==> config.mk <==
export PLATFORM = sky130hd
export DESIGN_NAME = down_counter8
export DESIGN_NICKNAME = d
export VERILOG_FILES = /design/src/rtl/down_counter8.sv
export SDC_FILE = /design/constraint.sdc
export NUM_CORES = 1
export LEC_CHECK = 0
export BUFFER_PORTS_ARGS = -buffer_cell sky130_fd_sc_hd__buf_2
export CAP_MARGIN = 20
export CORE_AREA = 5 5 42 44
export CTS_BUF_LIST = sky130_fd_sc_hd__clkbuf_8
export DETAILED_ROUTE_END_ITERATION = 7
export DIE_AREA = 0 0 47 49
export HOLD_SLACK_MARGIN = 0.12
export PLACE_DENSITY = 0.75
export SLEW_MARGIN = 20
export SYNTH_ARGS = -nofsm -noshare
export SYNTH_HDL_FRONTEND = slang
export SYNTH_SLANG_ARGS = --single-unit
==> constraint.sdc <==
create_clock -name clk -period 2.5 [get_ports clk]
set_input_delay 0.5 -clock clk [delete_from_list [all_inputs] [get_ports clk]]
set_output_delay 0.5 -clock clk [all_outputs]
set_load 0.01 [all_outputs]
==> src/rtl/down_counter8.sv <==
module down_counter8 #(
  parameter int WIDTH = 8
) (
  input  logic             clk,
  input  logic             ci_n,
  input  logic             load_n,
  input  logic             force_n,
  input  logic             clr_n,
  input  logic [WIDTH-1:0] jam,
  output logic [WIDTH-1:0] count,
  output logic             zero_n
);
  localparam logic [WIDTH-1:0] FULL = '1;
  localparam logic [WIDTH-1:0] ONE  = WIDTH'(1);

  logic [WIDTH-1:0] cnt_q;

  always_ff @(posedge clk or negedge clr_n)
    if (!clr_n)                 cnt_q <= FULL;
    else if (!force_n || !load_n) cnt_q <= jam;
    else if (!ci_n)             cnt_q <= cnt_q - ONE;

  assign count  = !clr_n ? FULL : (!force_n ? jam : cnt_q);
  assign zero_n = !((count == '0) && !ci_n);

  assert_force_R2: assert property (@(posedge clk) disable iff (!clr_n)
    !force_n |=> cnt_q == $past(jam));
  assert_load_R3: assert property (@(posedge clk) disable iff (!clr_n)
    (force_n && !load_n) |=> cnt_q == $past(jam));
  assert_dec_R4: assert property (@(posedge clk) disable iff (!clr_n)
    (force_n && load_n && !ci_n) |=> cnt_q == $past(cnt_q) - ONE);
  assert_hold_R5: assert property (@(posedge clk) disable iff (!clr_n)
    (force_n && load_n && ci_n) |=> $stable(cnt_q));
  assert_zero_R6: assert property (@(posedge clk) disable iff (!clr_n)
    !zero_n |-> (!ci_n && count == '0));
  assert_wrap_R7: assert property (@(posedge clk) disable iff (!clr_n)
    (!zero_n && force_n && load_n) |=> cnt_q == FULL);
endmodule

## After elaboration in Yosys (flattened, before gate mapping)

Cells that the tools add are included.

| storage, ports and cells | value |
|---|---|
| bits in registers | 8 |
| bits in latches | 0 |
| bits in writable memories | 0 |
| bits in read-only memories | 0 |
| input bits | 13 |
| output and inout port bits | 9 |
| logic and storage cells | 14 |
| memories kept | 0 |

| cells by class | value |
|---|---|
| add/sub/neg operators | 1 |
| multiply operators | 0 |
| divide/modulo/power cells | 0 |
| $lt $le $gt $ge | 0 |
| eq/ne operators | 1 |
| shift-type cells | 0 |
| mux-type cells | 4 |
| bitwise gates (word level) | 0 |
| reductions and logical operators | 7 |

Operator list:

| operator | number |
|---|---|
| two-way mux 8 bit | 4 |
| logical NOT 8 bit | 1 |
| subtractor 8 x 1 -> 8 bit (second input constant) | 1 |
| logical NOT 1 bit | 4 |
| inequality test 2 x 1 -> 1 bit (second input constant) | 1 |
| logical AND 1 bit | 1 |
| logical OR 1 bit | 1 |

## Longest topological paths before layout

Gate-level depths: netlist of run 1.

| logic depth | value |
|---|---|
| depth in word-level cells | 5 |
| mapped depth | 5 |
| depth with buffers taken out | 5 |

## Worst setup path before layout of run 1

OpenSTA, ideal clock, no wires.

| timing | value |
|---|---|
| path type | input -> output |
| from | input port force_n |
| to | output port zero_n |
| arrival | 1,307 ps |
| required time | 2,000 ps |
| slack | 693 ps |
| stages | 3 |
| buffers on the path | 0 |
| cells stage by stage | or4_1 -> o22ai_1 -> nand4b_1 |

| on the way | value |
|---|---|
| cells in the longest elaborated chain, start to end | 5 |

Ends and longest elaborated chain:

| item | line | source |
|---|---|---|
| from (decl) | 7 | `input logic force_n,` |
| two-way mux 8 bit (2 in a row) | 23 | `assign count = !clr_n ? FULL : (!force_n ? jam : cnt_q);` |
| logical NOT 8 bit | 24 | `assign zero_n = !((count == '0) && !ci_n);` |
| logical AND 1 bit | 24 |  |
| logical NOT 1 bit | 24 |  |
| to (decl) | 11 | `output logic zero_n` |

No other way between the ends.

## Worst setup path in the final report of run 1

Same ends and word-level chain as after synthesis.

==> flow_summary_export.csv, run 1 <==
group,metric,value,unit
grt,met2_usage,17.6,%
detailed_routing,dr.pass1.iters,3,
floorplanning,fp.dieW,47,um
grt,grt_max_degree,18,
clock_tree,cts_hold_buf,0,
final_layout,largest-register,"cnt_q",
synthesis,async_flop_share,100,%
detailed_routing,wl_per_cell,12.1,um
setup_path,required,2000,ps
grt,grt_pass1_wl,2180,um
floorplanning,dieHeight,49,um
synthesis,syn_nets,87,
timing,setup-violations-final,0,
timing,clock.fmax,0.477,GHz
placed_design,dp.cells,107,
clock_tree,cts.sinks,8,
power,powerDensity,536,nW/um2
final_layout,multiInputGateArea,383,um2
clock_tree,clock_latency,230,ps
detailed_routing,vias,579,
final_layout,seqCellArea,210,um2
floorplanning,dieArea,2300,um2
final_layout,top_regs,"cnt_q x8",
clock_tree,tritoncts,"done",
synthesis,yosysUniqueCellTypes,28,
synthesis,yosys_warnings,0,
setup_path,crit_path_end_kind,"primary output",
outcome,status,"completed",
final_layout,diodes,0,
clock_tree,clkTransAtPathRegs,40,ps
clock_tree,cts_htree_levels,1,
grt,grt.total_usage,13.2,%
clock_tree,cts_post_setup_buffers_inserted,0,
final_layout,syn_to_final_growth,25.8,%
synthesis,netlist_area,616,um2
placed_design,placed_area,733,um2
worst_hold_path,min_path_type,"in2async",
synthesis,ys_ff_latch,8,
synthesis,synth-edff-count,0,
final_layout,instances_no_fill,110,
timing,finalCriticalPeriod,2100,ps
detailed_routing,first_iter_violations,7,
synthesis,syn_inst,73,
grt,antenna_found_initial,0,
final_layout,nets,110,
power,ir_drop,0.303,mV
setup_path,worstReg2RegEnd,"cnt_q[5]",
placed_design,dpl.hpwl,1020,um
flow_run,max_cap_viol_count,0,
setup_path,critPathKind,"in2out",
detailed_routing,drc,0,
timing,skew,2.60,ps
detailed_routing,wirelength,1330,um
grt,grt_pass1_vias,511,
final_layout,drive_above_1_share,37.2,%
setup_path,critPathMaxFanout,2,
final_layout,finalInstanceArea,774,um2
final_layout,fillers,135,
clock_tree,cts_made_buffers,3,
timing,rsz0062_at_grt,"false",
floorplanning,rows,14,
synthesis,yosysSeqAreaShare,34.1,%
power,total_power,0.000415,W
final_layout,largest_register_ff_count,8,
timing,slew_headroom,60.7,%
placed_design,finalWeightedCongestion,0.794,
clock_tree,root_buffer,"clkbuf_8",
detailed_routing,vias_per_cell,5.26,
power,leakage,0.349,nW
floorplanning,io-pin-count,22,
detailed_routing,ant_nets,0,
floorplanning,initial_core_util,43.9,%
synthesis,avgSynthCellArea,8.43,um2
grt,globalRouteOverflowTotal,0,
timing,finalHoldViolCount,0,
timing,finalCritPeriodShare,83.9,%
clock_tree,clock_path_buffers,2,
grt,met1_usage,17.5,%
grt,grt_busiest_layer,"met2",
timing,fin_setup_tns,0,ps
setup_path,rrSetupSlack,900,ps
clock_tree,post_cts_resize_count,0,
setup_path,critPathLaunchType,"primary input",
grt,grt_use_met3,3.32,%
setup_path,timing.rr.start,"cnt_q[2]",
placed_design,port_buffers,21,
timing,worst_slew_pin_slew,581,ps
floorplanning,core_area,1400,um2
synthesis,synth_ff_type,"dfstp_2",
setup_path,reg2regPathDepth,3,
timing,drv_slew,0,
setup_path,arrival,1600,ps
[layer usage]
| layer | up-vias | part of all wire, % |
|---|---|---|
| li1 | 305 | - |
| met1 | 251 | 45 |
| met2 | 18 | 44 |
| met3 | 5 | 8.1 |
| met4 | 0 | 3.2 |
| met5 | - | 0 |
[Yosys cell counts, types with 2 or more instances]
cell type  number  area (um2)
nor2_1          4        15.0
nand2_1        14        52.6
clkbuf_1        2        7.51
a31oi_1         2        12.5
a21oi_1         2        10.0
xor2_1          2        17.5
o21ai_0         6        30.0
mux2i_1         7        70.1
o31ai_1         2        15.0
buf_1           2        7.51
dfstp_2         8         210
or4_1           3        22.5
nor4_1          2        12.5
xnor2_1         2        17.5
inv_1           2        7.51
[per-stage QoR]
stage	worst slack (ps)	hold slack, ps	utilization (%)
3_5_place_dp	428	499	52.3
3_3_place_gp	427	491	52.3
6_report	403	426	55.3
5_1_grt	365	461	55.3
2_1_floorplan	693	352	-
4_1_cts	422	442	55.3
[how the worst max path moves through the flow]
stage,startpoint,end,cells past startpoint
floorplan,force_n,zero_n,3
global placement,force_n,zero_n,5
detailed placement,force_n,zero_n,5
CTS,force_n,zero_n,5
global route,force_n,zero_n,5
finish,force_n,zero_n,5
[cells by family after synthesis]
group	Yosys count	share of synthesized area, %
adder cells (fa/ha/maj)	1	2.03
buffers and inverters	6	3.66
multiplexers	8	13.2
flip-flops	8	34.1
AND/OR/NAND/NOR	32	27.8
XOR/XNOR	4	5.69
AO/OA/AOI/OAI	14	13.4
[placed cells by master, fill, tap and decap left out, types with 2 or more instances in the layout]
master | netlist | layout
clkbuf_8 | 0 | 3
a21oi_1 | 2 | 2
o31ai_1 | 2 | 2
xnor2_1 | 2 | 2
inv_1 | 2 | 2
xor2_1 | 2 | 2
or4_1 | 3 | 3
buf_2 | 0 | 21
nand2_1 | 14 | 14
nor4_1 | 2 | 2
dfstp_2 | 8 | 8
o21ai_0 | 6 | 6
a31oi_1 | 2 | 2
mux2i_1 | 7 | 7
nor2_1 | 4 | 4
[worst max-delay path: stages]
cell and delay, ps:
buf_2 100, or4_1 510, o22ai_1 220, nand4b_1 110
buf_2 150
[layout make-up]
class / instances / share of cell area [%]
inverter: 2 / 0.969
multi-input combinational: 59 / 49.4
tap: 16 / 2.58
timing repair buffer: 22 / 14.5
sequential: 8 / 27.1
clock buffer: 3 / 5.33
[report_power, final]
part | internal [W] | switching [W]
logic | 0.0000435 | 0.0000472
registers | 0.000151 | 0.0000159
clock network | 0.000104 | 0.0000524
total | 0.000299 | 0.000115
Note: power is estimated with default switching activity, not from simulation.
==> inputs of run 2 (changes only) <==
==> constraint.sdc (replaced) <==
create_clock -name clk -period 2.1 [get_ports clk]
set_input_delay 0.42 -clock clk [delete_from_list [all_inputs] [get_ports clk]]
set_output_delay 0.42 -clock clk [all_outputs]
set_load 0.01 [all_outputs]
==> run 2 against run 1 <==
Clock power is 17% higher; sequential cell count unchanged; sequential power increased by 19%; critical path depth did not move; first-iteration DRC count is 100% higher; largest power group unchanged; highest routed layer unchanged.
==> flow_summary_export.csv, run 2 (synthesis results as in run 1) <==
group,metric,value,unit
timing,finalCriticalPeriod,1910,ps
clock_tree,cts_post_setup_buffers_inserted,0,
timing,drv_slew,0,
setup_path,slowest_stage,"or4_1",
setup_path,crit_family,"simple AND/OR/NAND/NOR gates",
detailed_routing,dr.pass1.iters,4,
power,ir_drop,0.375,mV
setup_path,max_stage_delay,510,ps
clock_tree,clkTransAtPathRegs,40,ps
outcome,status,"completed",
detailed_routing,vias_per_cell,5.44,
grt,antenna_found_initial,0,
floorplanning,fp.dieW,47,um
timing,finalHoldViolCount,0,
final_layout,syn_to_final_growth,25.8,%
clock_tree,cts.sinks,8,
timing,fin_setup_tns,0,ps
detailed_routing,wl_per_cell,12.7,um
final_layout,largest_register_ff_count,8,
final_layout,largest-register,"cnt_q",
setup_path,crit_path_end_kind,"primary output",
flow_run,max_cap_viol_count,0,
final_layout,finalInstanceArea,774,um2
grt,grt.total_usage,14.5,%
placed_design,finalWeightedCongestion,0.811,
timing,finalCritPeriodShare,90.9,%
clock_tree,cts_htree_levels,1,
setup_path,critPathLaunchType,"primary input",
timing,setup-violations-final,0,
grt,grt_pass1_wl,2460,um
floorplanning,core_area,1400,um2
final_layout,drive_above_1_share,37.2,%
final_layout,nets,110,
grt,globalRouteOverflowTotal,0,
floorplanning,io-pin-count,22,
placed_design,dpl.hpwl,1070,um
setup_path,arrival,1490,ps
clock_tree,clock_path_buffers,2,
setup_path,critPathKind,"in2out",
power,leakage,0.349,nW
timing,rsz0062_at_grt,"false",
final_layout,top_regs,"cnt_q x8",
detailed_routing,ant_nets,0,
power,powerDensity,636,nW/um2
detailed_routing,vias,598,
timing,clock.fmax,0.524,GHz
clock_tree,clock_latency,230,ps
setup_path,crit_top_cell,"buf_2",
final_layout,layout_common_cells,"21 x buf_2, 14 x nand2_1, 8 x dfstp_2",
final_layout,diodes,0,
setup_path,crit_buf_inv,2,
clock_tree,root_buffer,"clkbuf_8",
clock_tree,post_cts_resize_count,0,
floorplanning,dieArea,2300,um2
clock_tree,cts_hold_buf,0,
grt,grt_pass1_vias,566,
placed_design,port_buffers,21,
setup_path,required,1680,ps
grt,grt_max_degree,18,
final_layout,fin_util,55.3,%
timing,worst_slack,191,ps
timing,skew,2.91,ps
floorplanning,dieHeight,49,um
detailed_routing,first_iter_violations,14,
clock_tree,cts_made_buffers,3,
timing,worst_slew_pin_slew,572,ps
placed_design,placed_area,733,um2
placed_design,dp_slack,187,ps
timing,slew_headroom,61.4,%
setup_path,crit_chain,"buf_2, or4_1, o22ai_1, nand4b_1, buf_2",
detailed_routing,drc,0,
final_layout,layout_commonest_cell,"buf_2",
worst_hold_path,min_path_type,"in2async",
floorplanning,initial_core_util,43.9,%
floorplanning,rows,14,
detailed_routing,wirelength,1390,um
setup_path,critPathMaxFanout,2,
clock_tree,tritoncts,"done",
[run 2: final timing paths]
| path | to | cells after the start | slack (ps) | from |
|---|---|---|---|---|
| min | cnt_q[6] | 1 | 350 | clr_n |
| min in group clk | cnt_q[6] | 2 | 430 | jam[6] |
| max in group asynchronous | cnt_q[2] | 1 | 1720 | clr_n |
| min reg2reg | cnt_q[7] | 2 | 500 | cnt_q[7] |
| max | zero_n | 5 | 190 | force_n |
| max reg2reg | cnt_q[5] | 3 | 500 | cnt_q[2] |
[run 2: final cells by class]
type                            instances  area (um2)
Inverter                                2        7.51
Tap cell                               16        20.0
Clock buffer                            3        41.3
Sequential cell                         8         210
Timing Repair Buffer                   22         113
Multi-Input combinational cell         59         383
Fill cell                             148         627
[run 2: stage by stage]
step	total power (W)	instances	hold slack, ps
floorplan	0.000266	73	272
global placement	0.000308	107	493
detailed placement	0.000310	107	496
CTS	0.000502	110	355
global route	0.000529	110	389
finish	0.000492	110	349
[run 2: where the power goes]
part	internal, W	switching [W]	leakage [nW]	total, W
logic	0.0000518	0.0000569	0.244	0.000109
clock network	0.000124	0.0000601	0.0216	0.000184
registers	0.000180	0.0000190	0.0841	0.000199
[run 2: metal layers]
layer	vias up	track usage, %	wire (um)
met4	0	6.91	25
met2	20	20.8	660
met3	4	4.06	117
met5	-	0	0
met1	268	19.4	588
li1	306	-	-
